<file path="src/rtl/ioq_pkg.sv">
package ioq_pkg;

  typedef enum logic [1:0] {
    EV_NONE = 2'd0,
    EV_FALL = 2'd1,
    EV_RISE = 2'd2
  } lvl_event_e;

  function automatic lvl_event_e classify(input logic now_v, input logic was_v);
    if (now_v && !was_v) return EV_RISE;
    if (!now_v && was_v) return EV_FALL;
    return EV_NONE;
  endfunction

endpackage

</file>
<file path="src/rtl/ioq_pin_cell.sv">
module ioq_pin_cell
  import ioq_pkg::*;
(
  input  logic clk,
  input  logic rst_n,
  input  logic line_in,
  input  logic inv_pol,
  input  logic is_level,
  input  logic is_masked,
  input  logic rirr_now,
  input  logic eoi_hit,
  output logic fire,
  output logic set_rirr,
  output logic clr_rirr
);

  logic       eff;
  logic       prev_q;
  logic       irr_q;
  logic       irr_d;
  logic       rirr_seen;
  logic       svc;
  lvl_event_e ev;

  always_comb begin
    eff       = line_in ^ inv_pol;
    ev        = classify(eff, prev_q);
    // EOI is applied first: its clear is visible to a same-cycle event
    rirr_seen = rirr_now & ~eoi_hit;
    svc       = (ev == EV_RISE) && ((!is_level && !irr_q) || !rirr_seen);
    set_rirr  = svc & ~is_masked & is_level;
    fire      = (svc & ~is_masked) | (eoi_hit & ~is_masked & irr_q);
    clr_rirr  = eoi_hit & ~set_rirr;
    irr_d     = irr_q;
    case (ev)
      EV_FALL: irr_d = 1'b0;
      EV_RISE: irr_d = !(svc && !is_level);
      default: irr_d = irr_q;
    endcase
  end

  always_ff @(posedge clk) begin
    if (!rst_n) begin
      prev_q <= 1'b0;
      irr_q  <= 1'b0;
    end else begin
      prev_q <= eff;
      irr_q  <= irr_d;
    end
  end

  assert_fall_clears_R2: assert property (@(posedge clk) disable iff (!rst_n)
    (ev == EV_FALL) |=> !irr_q);

  assert_edge_no_linger_R3: assert property (@(posedge clk) disable iff (!rst_n)
    ((ev == EV_RISE) && !is_level && !irr_q) |=> !irr_q);

  assert_set_level_only_R4: assert property (@(posedge clk) disable iff (!rst_n)
    set_rirr |-> (is_level && !is_masked && fire));

  assert_masked_silent_R5: assert property (@(posedge clk) disable iff (!rst_n)
    is_masked |-> !fire);

endmodule

</file>
<file path="src/rtl/ioq_eoi_match.sv">
module ioq_eoi_match #(
  parameter int NPINS = 8,
  parameter int VEC_W = 8
) (
  input  logic                     clk,
  input  logic                     rst_n,
  input  logic                     eoi_valid,
  input  logic [VEC_W-1:0]         eoi_vector,
  input  logic [NPINS*VEC_W-1:0]   vec_flat,
  output logic [NPINS-1:0]         hit
);

  logic [NPINS-1:0] match;

  for (genvar i = 0; i < NPINS; i++) begin : g_cmp
    assign match[i] = eoi_valid && (vec_flat[i*VEC_W +: VEC_W] == eoi_vector);
    if (i == 0) begin : g_first
      assign hit[i] = match[i];
    end else begin : g_rest
      assign hit[i] = match[i] & ~(|match[i-1:0]);
    end
  end

  assert_single_hit_R6: assert property (@(posedge clk) disable iff (!rst_n)
    $onehot0(hit));

  assert_no_hit_idle_R6: assert property (@(posedge clk) disable iff (!rst_n)
    !eoi_valid |-> (hit == '0));

endmodule

</file>
<file path="src/rtl/ioq_svc_arb.sv">
module ioq_svc_arb #(
  parameter int NPINS  = 8,
  parameter int PIN_W  = 3,
  parameter int VEC_W  = 8,
  parameter int DEST_W = 8,
  parameter int DLV_W  = 3
) (
  input  logic                      clk,
  input  logic                      rst_n,
  input  logic [NPINS-1:0]          fire,
  input  logic [NPINS*VEC_W-1:0]    vec_flat,
  input  logic [NPINS*DEST_W-1:0]   dest_flat,
  input  logic [NPINS-1:0]          logical,
  input  logic [NPINS*DLV_W-1:0]    dlv_flat,
  input  logic                      req_ready,
  output logic                      req_valid,
  output logic [PIN_W-1:0]          req_pin,
  output logic [VEC_W-1:0]          req_vector,
  output logic [DEST_W-1:0]         req_dest,
  output logic                      req_dest_logical,
  output logic [DLV_W-1:0]          req_dlv_mode
);

  logic [NPINS-1:0] owed_q;
  logic [NPINS-1:0] take;
  logic [PIN_W-1:0] pick;
  logic             load;

  always_comb begin
    load = (|owed_q) && (!req_valid || req_ready);
    take = load ? (owed_q & (~owed_q + NPINS'(1))) : '0;
    pick = '0;
    for (int i = NPINS - 1; i >= 0; i--) begin
      if (owed_q[i]) pick = PIN_W'(i);
    end
  end

  always_ff @(posedge clk) begin
    if (!rst_n) begin
      owed_q           <= '0;
      req_valid        <= 1'b0;
      req_pin          <= '0;
      req_vector       <= '0;
      req_dest         <= '0;
      req_dest_logical <= 1'b0;
      req_dlv_mode     <= '0;
    end else begin
      owed_q <= (owed_q & ~take) | fire;
      if (load) begin
        req_valid        <= 1'b1;
        req_pin          <= pick;
        req_vector       <= vec_flat[pick*VEC_W +: VEC_W];
        req_dest         <= dest_flat[pick*DEST_W +: DEST_W];
        req_dest_logical <= logical[pick];
        req_dlv_mode     <= dlv_flat[pick*DLV_W +: DLV_W];
      end else if (req_ready) begin
        req_valid <= 1'b0;
      end
    end
  end

  assert_one_grant_R9: assert property (@(posedge clk) disable iff (!rst_n)
    $onehot0(take));

  assert_stall_hold_R10: assert property (@(posedge clk) disable iff (!rst_n)
    (req_valid && !req_ready) |=> (req_valid && $stable(req_pin) && $stable(req_vector)
                                   && $stable(req_dest) && $stable(req_dlv_mode)
                                   && $stable(req_dest_logical)));

  assert_idle_after_reset_R11: assert property (@(posedge clk)
    !rst_n |=> !req_valid);

endmodule

</file>
<file path="src/rtl/irq_pin_sequencer.sv">
module irq_pin_sequencer #(
  parameter int NPINS  = 8,
  parameter int VEC_W  = 8,
  parameter int DEST_W = 8,
  parameter int DLV_W  = 3,
  localparam int PIN_W = (NPINS > 1) ? $clog2(NPINS) : 1
) (
  input  logic                      clk,
  input  logic                      rst_n,
  input  logic [NPINS-1:0]          pin_level,
  input  logic [NPINS-1:0]          ent_polarity,
  input  logic [NPINS-1:0]          ent_level_trig,
  input  logic [NPINS-1:0]          ent_mask,
  input  logic [NPINS*VEC_W-1:0]    ent_vector,
  input  logic [NPINS*DEST_W-1:0]   ent_dest,
  input  logic [NPINS-1:0]          ent_dest_logical,
  input  logic [NPINS*DLV_W-1:0]    ent_dlv_mode,
  input  logic [NPINS-1:0]          ent_remote_irr,
  output logic [NPINS-1:0]          rirr_set,
  output logic [NPINS-1:0]          rirr_clr,
  input  logic                      eoi_valid,
  input  logic [VEC_W-1:0]          eoi_vector,
  output logic                      req_valid,
  input  logic                      req_ready,
  output logic [PIN_W-1:0]          req_pin,
  output logic [VEC_W-1:0]          req_vector,
  output logic [DEST_W-1:0]         req_dest,
  output logic                      req_dest_logical,
  output logic [DLV_W-1:0]          req_dlv_mode
);

  logic [NPINS-1:0] eoi_hit;
  logic [NPINS-1:0] fire;

  ioq_eoi_match #(.NPINS(NPINS), .VEC_W(VEC_W)) u_match (
    .clk        (clk),
    .rst_n      (rst_n),
    .eoi_valid  (eoi_valid),
    .eoi_vector (eoi_vector),
    .vec_flat   (ent_vector),
    .hit        (eoi_hit)
  );

  for (genvar i = 0; i < NPINS; i++) begin : g_pin
    ioq_pin_cell u_cell (
      .clk       (clk),
      .rst_n     (rst_n),
      .line_in   (pin_level[i]),
      .inv_pol   (ent_polarity[i]),
      .is_level  (ent_level_trig[i]),
      .is_masked (ent_mask[i]),
      .rirr_now  (ent_remote_irr[i]),
      .eoi_hit   (eoi_hit[i]),
      .fire      (fire[i]),
      .set_rirr  (rirr_set[i]),
      .clr_rirr  (rirr_clr[i])
    );
  end

  ioq_svc_arb #(
    .NPINS(NPINS), .PIN_W(PIN_W), .VEC_W(VEC_W), .DEST_W(DEST_W), .DLV_W(DLV_W)
  ) u_arb (
    .clk              (clk),
    .rst_n            (rst_n),
    .fire             (fire),
    .vec_flat         (ent_vector),
    .dest_flat        (ent_dest),
    .logical          (ent_dest_logical),
    .dlv_flat         (ent_dlv_mode),
    .req_ready        (req_ready),
    .req_valid        (req_valid),
    .req_pin          (req_pin),
    .req_vector       (req_vector),
    .req_dest         (req_dest),
    .req_dest_logical (req_dest_logical),
    .req_dlv_mode     (req_dlv_mode)
  );

  assert_pulse_exclusive_R8: assert property (@(posedge clk) disable iff (!rst_n)
    (rirr_set & rirr_clr) == '0);

endmodule

</file>
<file path="config.mk">
export PLATFORM = sky130hd
export DESIGN_NAME = irq_pin_sequencer
export DESIGN_NICKNAME = d
export VERILOG_FILES = /design/src/rtl/ioq_pkg.sv /design/src/rtl/ioq_pin_cell.sv /design/src/rtl/ioq_eoi_match.sv /design/src/rtl/ioq_svc_arb.sv /design/src/rtl/irq_pin_sequencer.sv
export SDC_FILE = /design/constraint.sdc
export NUM_CORES = 1
export LEC_CHECK = 0
export BUFFER_PORTS_ARGS = -buffer_cell sky130_fd_sc_hd__buf_2
export CAP_MARGIN = 25
export CORE_MARGIN = 2
export CORE_UTILIZATION = 40
export DETAILED_ROUTE_END_ITERATION = 10
export GPL_ROUTABILITY_DRIVEN = 0
export PLACE_DENSITY_LB_ADDON = 0.15
export SLEW_MARGIN = 25
export SYNTH_ARGS = -nofsm -noshare
export SYNTH_HDL_FRONTEND = slang
export SYNTH_HIERARCHICAL = 1
export SYNTH_SLANG_ARGS = --single-unit
</file>
<file path="constraint.sdc">
create_clock -name clk -period 3 [get_ports clk]
set_clock_uncertainty 0.2 [all_clocks]
set_input_delay 0.6 -clock clk [delete_from_list [all_inputs] [get_ports clk]]
set_output_delay 0.6 -clock clk [all_outputs]
set_load 0.03 [all_outputs]
</file>
==> run_results.csv, run 1 <==
group,metric,value,unit
outcome,violations,"setup timing",
cts,htree_levels,2,
route,first_pass_iters,7,
worst_setup_path,crit_start,"ent_vector[11]",
worst_setup_path,worstPathArrival,2.32,ns
worst_setup_path,reg2reg_slack,0.37,ns
floorplanning,coreArea,10800,µm²
worst_setup_path,crit_end,"rirr_set[1]",
sta,setup_viol_count_final,10,
floorplanning,die_area,11900,µm²
logic_synthesis,synth_compound_area_share,20.2,%
cts,cts_sinks,48,
power,p_leak,3.09,nW
logic_synthesis,synth_top_family_by_area,"simple AND/OR/NAND/NOR gates",
worst_setup_path,cpMostUsedCell,"buf_4",
global_route,grt_pass1_wl,25100,µm
sta,rsz0062_at_grt,"true",
logic_synthesis,synth_ff_type,"dfxtp_1",
final_layout,seq_area,961,µm²
global_route,grt-ovfl-total,0,
final_layout,drive_gt1_share,48.8,%
place,dp_cells,922,
global_route,grt_pass1_vias,5214,
run,drv_cap,0,
cts,cts_tree,"built",
route,drt_iter0_drc,304,
cts,clk_pin_slew,0.09,ns
logic_synthesis,synthXorXnorAreaFrac,14.3,%
logic_synthesis,yosys.cell_types.count,52,
sta,slew_headroom,35.8,%
place,place_ws,-0.296,ns
worst_setup_path,worstSetupPathType,"in2out",
final_layout,area_growth,53.4,%
worst_setup_path,required,2.20,ns
power,power_density,379,nW/µm²
worst_setup_path,path_cells,"buf_6 > xor2_2 > nor4_2 > nand4_1 > buf_4 > nor2_4 > nor2b_4 > nor3_2 > buf_4",
worst_setup_path,crit_slowest_cell,"nor4_2",
worst_setup_path,crit_cells,9,
cts,cts_root_buf,"clkbuf_8",
logic_synthesis,synth-edff-count,0,
route,vias,5246,
logic_synthesis,syn_inst,519,
sta,period_share,104,%
worst_setup_path,crit_family,"simple AND/OR/NAND/NOR gates",
floorplanning,std_cell_rows,38,
worst_setup_path,end_kind,"output pin",
worst_setup_path,critical_path.max_stage_delay,0.31,ns
cts,clk_latency,0.31,ns
worst_setup_path,reg2reg_depth,7,
worst_setup_path,cp.buffers_inverters,3,
hold_path,hp-class,"reg2reg",
logic_synthesis,synthAdderAreaFrac,2.27,%
sta,worst_pin_slew,0.960,ns
logic_synthesis,syn_nets,739,
sta,finalHoldViolations,0,
logic_synthesis,async_flop_share,0,%
route,vias_per_cell,5.56,
cts,ctsHoldBuffers,0,
logic_synthesis,muxShareOfSynthArea,13.1,%
cts,numCtsBuffers,5,
cts,ctsLongestPathBuffers,2,
logic_synthesis,yosys.area_share.simple,21.8,%
route,wl_per_cell,18.4,µm
sta,finalCriticalPeriod,3.12,ns
global_route,track_usage,27.4,%
final_layout,most-common-layout-cells,"buf_2 (224), nand2_1 (50), buf_4 (50)",
final_layout,fillers,919,
power,ir_drop,0.206,mV
final_layout,nNetsFinal,1022,
place,hpwl,13400,µm
floorplanning,die_y,109,µm
route,drc,0,
sta,fmax,0.321,GHz
logic_synthesis,yosys_warnings,6,
global_route,grt_max_degree,41,
logic_synthesis,synth-seq-area-share,21.8,%
worst_setup_path,cp-start-kind,"primary input",
logic_synthesis,syn_area_per_cell,8.49,µm²
final_layout,multi_input_area,3480,µm²
floorplanning,io-pin-count,252,
floorplanning,die_w,109,µm
final_layout,mostFrequentLayoutCell,"buf_2",
route,drt-total-wl,17400,µm
worst_setup_path,critical_path_peak_fanout,4,
worst_setup_path,regToRegEndpoint,"u_arb/req_dest[6]$_SDFFE_PN0P_",
worst_setup_path,reg2reg_from,"u_arb/owed_q[0]$_SDFF_PN0_",
route,ant_nets,0,
sta,setup_ws,-0.115,ns
place,io_buffers,251,
logic_synthesis,syn-cell-area,4410,µm²
final_layout,final_cells,943,
sta,slew_viol_final,0,
logic_synthesis,ys_ff_latch,48,
outcome,outcome,"finished with violations",
global_route,antenna_found_initial,0,
final_layout,n_antenna_cell,0,
floorplanning,start_util,40.8,%
-- cell usage after synthesis (9+ instances only) --
cell	number	area, µm²
nor4_1	10	62.6
dfxtp_1	48	961
xor2_1	45	394
o21a_1	14	105
mux2i_1	24	240
a222oi_1	10	100
nor2_1	21	78.8
xnor2_1	27	236
inv_1	19	71.3
nand4_1	9	56.3
nor3_1	13	65.1
a22oi_1	19	143
clkbuf_1	9	33.8
and2_1	12	75.1
nor2b_1	14	87.6
mux2_2	10	113
nand2_1	50	188
o211ai_1	19	143
mux4_2	10	225
a21oi_1	24	120
o21ai_0	9	45.0
-- tightest hold or removal path, cell delays in order, from the launching register on --
cell and delay, ns:
dfxtp_1 0.33, a21oi_1 0.04, nor2_1 0.07
-- routing by layer --
metal / GRT usage (%) / vias up / share of wire [%]
li1: - / 2454 / -
met1: 30.8 / 2478 / 38
met2: 50.4 / 276 / 50
met3: 5.86 / 38 / 8.9
met4: 10.3 / 0 / 2.9
met5: 0 / - / 0
-- sequential cells by signal, indices dropped and copies added, names as in the netlist --
signal                  count
g_pin.u_cell/irr_q          8
g_pin.u_cell/prev_q         8
u_arb/owed_q                8
u_arb/req_dest              8
u_arb/req_vector            8
u_arb/req_dlv_mode          3
u_arb/req_pin               3
u_arb/req_dest_logical      1
u_arb/req_valid             1
-- what timing repair did --
item / in CTS / in global routing
setup buffers: 3 / 13
setup endpoints to repair: 14 / 15
hold endpoints to repair: 0 / 0
pin swaps: 19 / 27
resized for setup: 53 / 65
-- logic make-up after synthesis --
group | after synthesis
AO/OA/AOI/OAI | 124
XOR/XNOR | 72
multiplexers | 44
buffers and inverters | 51
AND/OR/NAND/NOR | 172
adder cells (fa/ha/maj) | 8
flip-flops | 48
-- layout make-up --
type | count | share of cell area (%)
multi-input cells | 420 | 51.5
repair buffers | 307 | 28.5
inverters | 20 | 1.11
clock buffers | 5 | 1.02
flip-flops and latches | 48 | 14.2
well taps | 140 | 2.59
clock inverters | 3 | 1.02
-- metrics by stage --
stage / setup TNS, ns / total power, mW / hold WS, ns / util, % / cell area [µm²]
6_report: -0.621 / 2.56 / 0.272 / 62.6 / 6760
5_1_grt: -1.63 / 2.69 / 0.333 / 62.6 / 6760
4_1_cts: -0.127 / 2.52 / 0.278 / 59.2 / 6390
3_5_place_dp: -2.15 / 1.92 / 0.255 / 55.9 / 6030
3_3_place_gp: -1.69 / 1.90 / 0.258 / 55.9 / 6030
2_1_floorplan: -0.0924 / 1.50 / 0.267 / - / 4470
-- power by group --
group	internal [mW]	switching, mW	leakage, nW	total [mW]
clock network	0.336	0.246	0.0687	0.582
registers	0.722	0.0549	0.395	0.777
logic	0.538	0.666	2.63	1.20
total	1.60	0.967	3.09	2.56
-- worst min-delay path by stage --
stage,start,to,cells past startpoint
after global placement,u_arb/req_pin[2]$_SDFFE_PN0P_,u_arb/req_pin[2]$_SDFFE_PN0P_,2
after CTS,u_arb/req_pin[2]$_SDFFE_PN0P_,u_arb/req_pin[2]$_SDFFE_PN0P_,2
after floorplan,g_pin[0].u_cell/irr_q$_SDFFE_PN0P_,g_pin[0].u_cell/irr_q$_SDFFE_PN0P_,2
final,u_arb/req_pin[2]$_SDFFE_PN0P_,u_arb/req_pin[2]$_SDFFE_PN0P_,2
after global routing,u_arb/req_pin[2]$_SDFFE_PN0P_,u_arb/req_pin[2]$_SDFFE_PN0P_,2
after detailed placement,u_arb/req_pin[2]$_SDFFE_PN0P_,u_arb/req_pin[2]$_SDFFE_PN0P_,2
Power figures use the tool's default switching activity.
==> run 2, diff against run 1 <==
Clock period 3 ns to 3.6 ns, I/O delays scaled along.
==> run 2 against run 1 <==
  * The run now ends clean
  * Final cell count down 4.0%
  * Flip-flop and latch count unchanged
  * First-iteration DRC count increased by 5.6%
  * Worst hold slack barely moved
  * Critical path depth stayed put
  * Via count down 5.6%
  * Critical path type unchanged
  * Largest power group unchanged
  * Highest routed layer unchanged
==> run_results.csv, run 2 (synthesis gave the netlist of run 1 again) <==
group,metric,value,unit
outcome,outcome,"finished, final reports clean",
power,ir_drop,0.162,mV
worst_setup_path,cpMostUsedCell,"buf_2",
cts,clk_latency,0.31,ns
global_route,track_usage,26.2,%
global_route,grt_pass1_vias,4687,
floorplanning,coreArea,10800,µm²
worst_setup_path,worstSetupPathType,"in2out",
worst_setup_path,worstPathArrival,2.57,ns
floorplanning,std_cell_rows,38,
worst_setup_path,required,2.68,ns
floorplanning,io-pin-count,252,
sta,slew_headroom,28.9,%
power,seq_power_share,32.7,%
place,placed_cell_area,5770,µm²
route,ant_nets,0,
final_layout,mostFrequentLayoutCell,"buf_2",
cts,cts_root_buf,"clkbuf_8",
route,wl_per_cell,17.8,µm
sta,rsz0062_at_grt,"true",
floorplanning,die_area,11900,µm²
final_layout,drive_gt1_share,41.2,%
final_layout,most-common-layout-cells,"buf_2 (247), nand2_1 (50), dfxtp_1 (48)",
place,hpwl,13100,µm
global_route,grt_pass1_wl,23700,µm
power,pwr-share-clk,21.0,%
cts,cts_sinks,48,
final_layout,post-route-util,54.7,%
final_layout,area_growth,34.0,%
sta,worst_pin_slew,1.06,ns
final_layout,nNetsFinal,983,
place,io_buffers,251,
cts,cts_tree,"built",
sta,finalCriticalPeriod,3.49,ns
cts,post-cts-setup-buffers,0,
power,p_sw_share,39.1,%
route,drt-total-wl,16100,µm
worst_setup_path,reg2reg_from,"u_arb/owed_q[1]$_SDFF_PN0_",
route,vias,4953,
floorplanning,die_y,109,µm
sta,period_share,97.0,%
sta,finalHoldViolations,0,
sta,fmax,0.286,GHz
global_route,grt-ovfl-total,0,
cts,htree_levels,2,
hold_path,hp-class,"reg2reg",
route,drc,0,
final_layout,fillers,1026,
cts,ctsLongestPathBuffers,2,
worst_setup_path,crit_slowest_cell,"nor4_1",
cts,numCtsBuffers,5,
cts,clk_pin_slew,0.09,ns
run,drv_cap,0,
global_route,grt_max_degree,35,
power,p_leak,2.74,nW
cts,ctsHoldBuffers,0,
worst_setup_path,crit_start,"eoi_vector[2]",
floorplanning,die_w,109,µm
worst_setup_path,critical_path_peak_fanout,8,
sta,setup_viol_count_final,0,
worst_setup_path,path_cells,"buf_2 > xor2_1 > nor4_1 > nand4_1 > nor2_1 > buf_4 > nor2b_1 > nor3_1 > buf_2",
power,p_switching,0.772,mW
cts,cts_resized,0,
power,power_density,334,nW/µm²
power,p_comb_share,46.3,%
hold_path,min_from,"u_arb/req_pin[2]$_SDFFE_PN0P_",
final_layout,fin_area,5910,µm²
global_route,antenna_found_initial,1,
route,vias_per_cell,5.47,
power,p_int,1.20,mW
route,drt_iter0_drc,321,
worst_setup_path,critical_path.max_stage_delay,0.38,ns
floorplanning,start_util,40.8,%
route,first_pass_iters,5,
worst_setup_path,cp-start-kind,"primary input",
sta,slew_viol_final,0,
worst_setup_path,end_kind,"output pin",
==> run 2: power groups by stage <==
stage | clock [mW] | combinational [mW] | sequential, mW
floorplan | 0 | 0.497 | 0.752
global placement | 0 | 0.896 | 0.655
detailed placement | 0 | 0.908 | 0.657
CTS | 0.429 | 0.912 | 0.645
global route | 0.450 | 0.980 | 0.656
finish | 0.415 | 0.913 | 0.645
==> run 2: per-stage QoR <==
step	power, mW	hold slack (ns)	setup WS [ns]	TNS [ns]	std cells
5_1_grt	2.09	0.303	-0.0120	-0.0120	905
3_3_place_gp	1.55	0.261	0.147	0	896
3_5_place_dp	1.56	0.254	0.129	0	896
2_1_floorplan	1.25	0.267	0.0275	0	519
6_report	1.97	0.272	0.108	0	905
4_1_cts	1.98	0.278	0.105	0	904
==> run 2: worst paths after layout <==
| check | to | slack, ns | depth (start not counted) |
|---|---|---|---|
| worst min-delay path | u_arb/req_pin[2]$_SDFFE_PN0P_ | 0.27 | 2 |
| worst max register to register | u_arb/req_vector[6]$_SDFFE_PN0P_ | 1.06 | 6 |
| worst min register to register | u_arb/req_pin[2]$_SDFFE_PN0P_ | 0.27 | 2 |
| worst max-delay path | rirr_set[1] | 0.11 | 9 |
==> run 2: area by class of cell <==
class	count	area (µm²)	share of cell area, %
multi-input cells	420	3180	53.9
repair buffers	268	1390	23.6
flip-flops and latches	48	961	16.3
well taps	140	175	2.96
inverters	20	75.1	1.27
clock buffers	5	68.8	1.16
clock inverters	3	47.5	0.805
diodes	1	2.50	0.0424
==> run 2: layer usage <==
layer	track usage [%]	vias up	share of wire (%)
met5	0	-	0
li1	-	2386	-
met2	46.4	238	48
met4	9.25	0	2.4
met1	31.9	2295	41
met3	4.24	34	8.9
==> run 2: critical path: cells and delay by family <==
family / cells / cell delay (ns)
xor+xnor: 1 / 0.18
buf+inv: 3 / 0.57
simple gates: 5 / 1.10
==> run 3, diff against run 2 <==
Settings changed: PLACE_DENSITY from default to 0.76, PLACE_DENSITY_LB_ADDON 0.15 to default.
==> run 3 against run 2 <==
  * Wire length fell by 3.8%
  * Critical endpoint is now rirr_set[5]
  * Total power fell by 1.2%
  * Via count fell by 0.46%
  * Die area did not move
  * Critical path type unchanged
  * Worst hold slack improved by 0.033 ns
  * Non-clock buffer count rose by 2
  * Sequential share of layout area barely moved
  * Fmax fell by 1.9%
  * Design area rose by 0.21%
  * Clock power fell by 4%
==> run_results.csv, run 3 (synthesis gave the netlist of run 1 again) <==
group,metric,value,unit
worst_setup_path,cp.buffers_inverters,3,
global_route,antenna_found_initial,0,
worst_setup_path,worstPathArrival,2.64,ns
global_route,grt_pass1_vias,4525,
route,ant_nets,0,
floorplanning,coreArea,10800,µm²
power,power_density,329,nW/µm²
global_route,grt-ovfl-total,0,
worst_setup_path,cpMostUsedCell,"buf_2",
floorplanning,start_util,40.8,%
floorplanning,die_w,109,µm
final_layout,fillers,1038,
floorplanning,std_cell_rows,38,
hold_path,hp-class,"reg2reg",
worst_setup_path,critical_path.max_stage_delay,0.32,ns
sta,tns,0,ns
route,vias,4930,
worst_setup_path,path_cells,"buf_2 > xnor2_1 > nand4_1 > nor4_1 > and3_1 > nor3b_1 > buf_4 > nor2b_1 > nor3_1 > buf_2",
worst_setup_path,crit_end,"rirr_set[5]",
cts,clk_pin_slew,0.09,ns
power,p_leak,2.75,nW
final_layout,area_growth,34.3,%
final_layout,drive_gt1_share,41.5,%
cts,ctsLongestPathBuffers,2,
final_layout,fin_area,5920,µm²
outcome,outcome,"finished, final reports clean",
worst_setup_path,reg2reg_depth,7,
worst_setup_path,crit_slowest_cell,"nor4_1",
floorplanning,io-pin-count,252,
sta,finalHoldViolations,0,
sta,worst_pin_slew,0.807,ns
final_layout,seq_area,961,µm²
cts,cts_sinks,48,
final_layout,multi_input_area,3190,µm²
sta,period_share,98.8,%
final_layout,most-common-layout-cells,"buf_2 (251), nand2_1 (50), dfxtp_1 (48)",
global_route,grt_max_degree,31,
route,drt-total-wl,15500,µm
sta,setup_viol_count_final,0,
worst_setup_path,critical_path_peak_fanout,8,
worst_setup_path,reg2reg_from,"u_arb/owed_q[0]$_SDFF_PN0_",
route,drc,0,
worst_setup_path,crit_start,"eoi_vector[0]",
worst_setup_path,crit_cells,10,
cts,numCtsBuffers,5,
place,hpwl,12700,µm
global_route,grt_use_met1,30.6,%
route,drt_iter0_drc,309,
run,drv_cap,0,
cts,clk_latency,0.30,ns
place,place_ws,0.0666,ns
final_layout,n_antenna_cell,0,
sta,slew_headroom,46.2,%
route,wl_per_cell,17.1,µm
cts,cts_root_buf,"clkbuf_8",
global_route,global_route.usage.met3,4.00,%
floorplanning,die_y,109,µm
worst_setup_path,worstSetupPathType,"in2out",
cts,cts_tree,"built",
sta,slew_viol_final,0,
worst_setup_path,regToRegEndpoint,"u_arb/req_dlv_mode[0]$_SDFFE_PN0P_",
route,first_pass_iters,5,
sta,fmax,0.281,GHz
route,vias_per_cell,5.44,
hold_path,whs_path_depth,2,
global_route,track_usage,24.6,%
worst_setup_path,reg2reg_slack,0.92,ns
worst_setup_path,end_kind,"output pin",
worst_setup_path,cp-start-kind,"primary input",
place,io_buffers,251,
cts,htree_levels,2,
sta,holdWs,0.305,ns
worst_setup_path,required,2.68,ns
sta,setup_ws,0.0414,ns
worst_setup_path,crit_family,"simple AND/OR/NAND/NOR gates",
floorplanning,die_area,11900,µm²
final_layout,nNetsFinal,985,
global_route,busiest_layer,"met2",
global_route,use_met2,44.6,%
power,ir_drop,0.176,mV
place,placed_cell_area,5790,µm²
final_layout,mostFrequentLayoutCell,"buf_2",
sta,finalCriticalPeriod,3.56,ns
global_route,grt_pass1_wl,22500,µm
## run 3: cell types whose count changed in the layout (fill, tap and decap cells not counted), sizes merged
cell / change
clkbuf: -2
clkinvlp: +1
diode: -1
clkinv: -1
buf: +4
## run 3: area by class of cell
class / count / area share (%)
clock buffers: 5 / 1.16
clock inverters: 3 / 0.719
inverters: 20 / 1.27
multi-input cells: 420 / 53.8
flip-flops and latches: 48 / 16.2
well taps: 140 / 2.96
repair buffers: 270 / 23.8
## run 3: through the flow
stage	util (%)	std cells	power [mW]
2_1_floorplan	-	519	1.25
3_3_place_gp	53.7	898	1.55
3_5_place_dp	53.7	898	1.56
4_1_cts	54.7	906	1.97
5_1_grt	54.9	906	2.06
6_report	54.9	906	1.95
## run 3: power by group
group	switching, mW	internal (mW)	total, mW
clock	0.191	0.206	0.397
combinational	0.511	0.395	0.906
sequential	0.0448	0.602	0.647
## run 3: repair_timing
action                                  in CTS  in global routing
endpoints found under the hold margin        0                  0
endpoints found under the setup margin       0                  2
gates resized for setup                      0                  3
hold buffers                                 0                  0
buffers inserted                             0                  0
## run 3: layer usage
layer | part of all wire (%) | up-vias
met4 | 1.1 | 0
met5 | 0 | -
li1 | - | 2388
met1 | 41 | 2275
met2 | 49 | 255
met3 | 9.5 | 12
## run 3: how the worst min path moves through the flow
stage	start	end	slack, ns
CTS	u_arb/req_dest_logical$_SDFFE_PN0P_	u_arb/req_dest_logical$_SDFFE_PN0P_	0.31
global placement	u_arb/req_pin[2]$_SDFFE_PN0P_	u_arb/req_pin[2]$_SDFFE_PN0P_	0.27
global route	g_pin[3].u_cell/irr_q$_SDFFE_PN0P_	g_pin[3].u_cell/irr_q$_SDFFE_PN0P_	0.33
detailed placement	u_arb/req_dest_logical$_SDFFE_PN0P_	u_arb/req_dest_logical$_SDFFE_PN0P_	0.29
floorplan	g_pin[0].u_cell/irr_q$_SDFFE_PN0P_	g_pin[0].u_cell/irr_q$_SDFFE_PN0P_	0.27
finish	g_pin[2].u_cell/irr_q$_SDFFE_PN0P_	g_pin[2].u_cell/irr_q$_SDFFE_PN0P_	0.31
## run 3: worst min-delay path: stages, from the launching register on
cell and delay [ns]:
dfxtp_1 0.34, nand2_1 0.06, a31oi_1 0.07
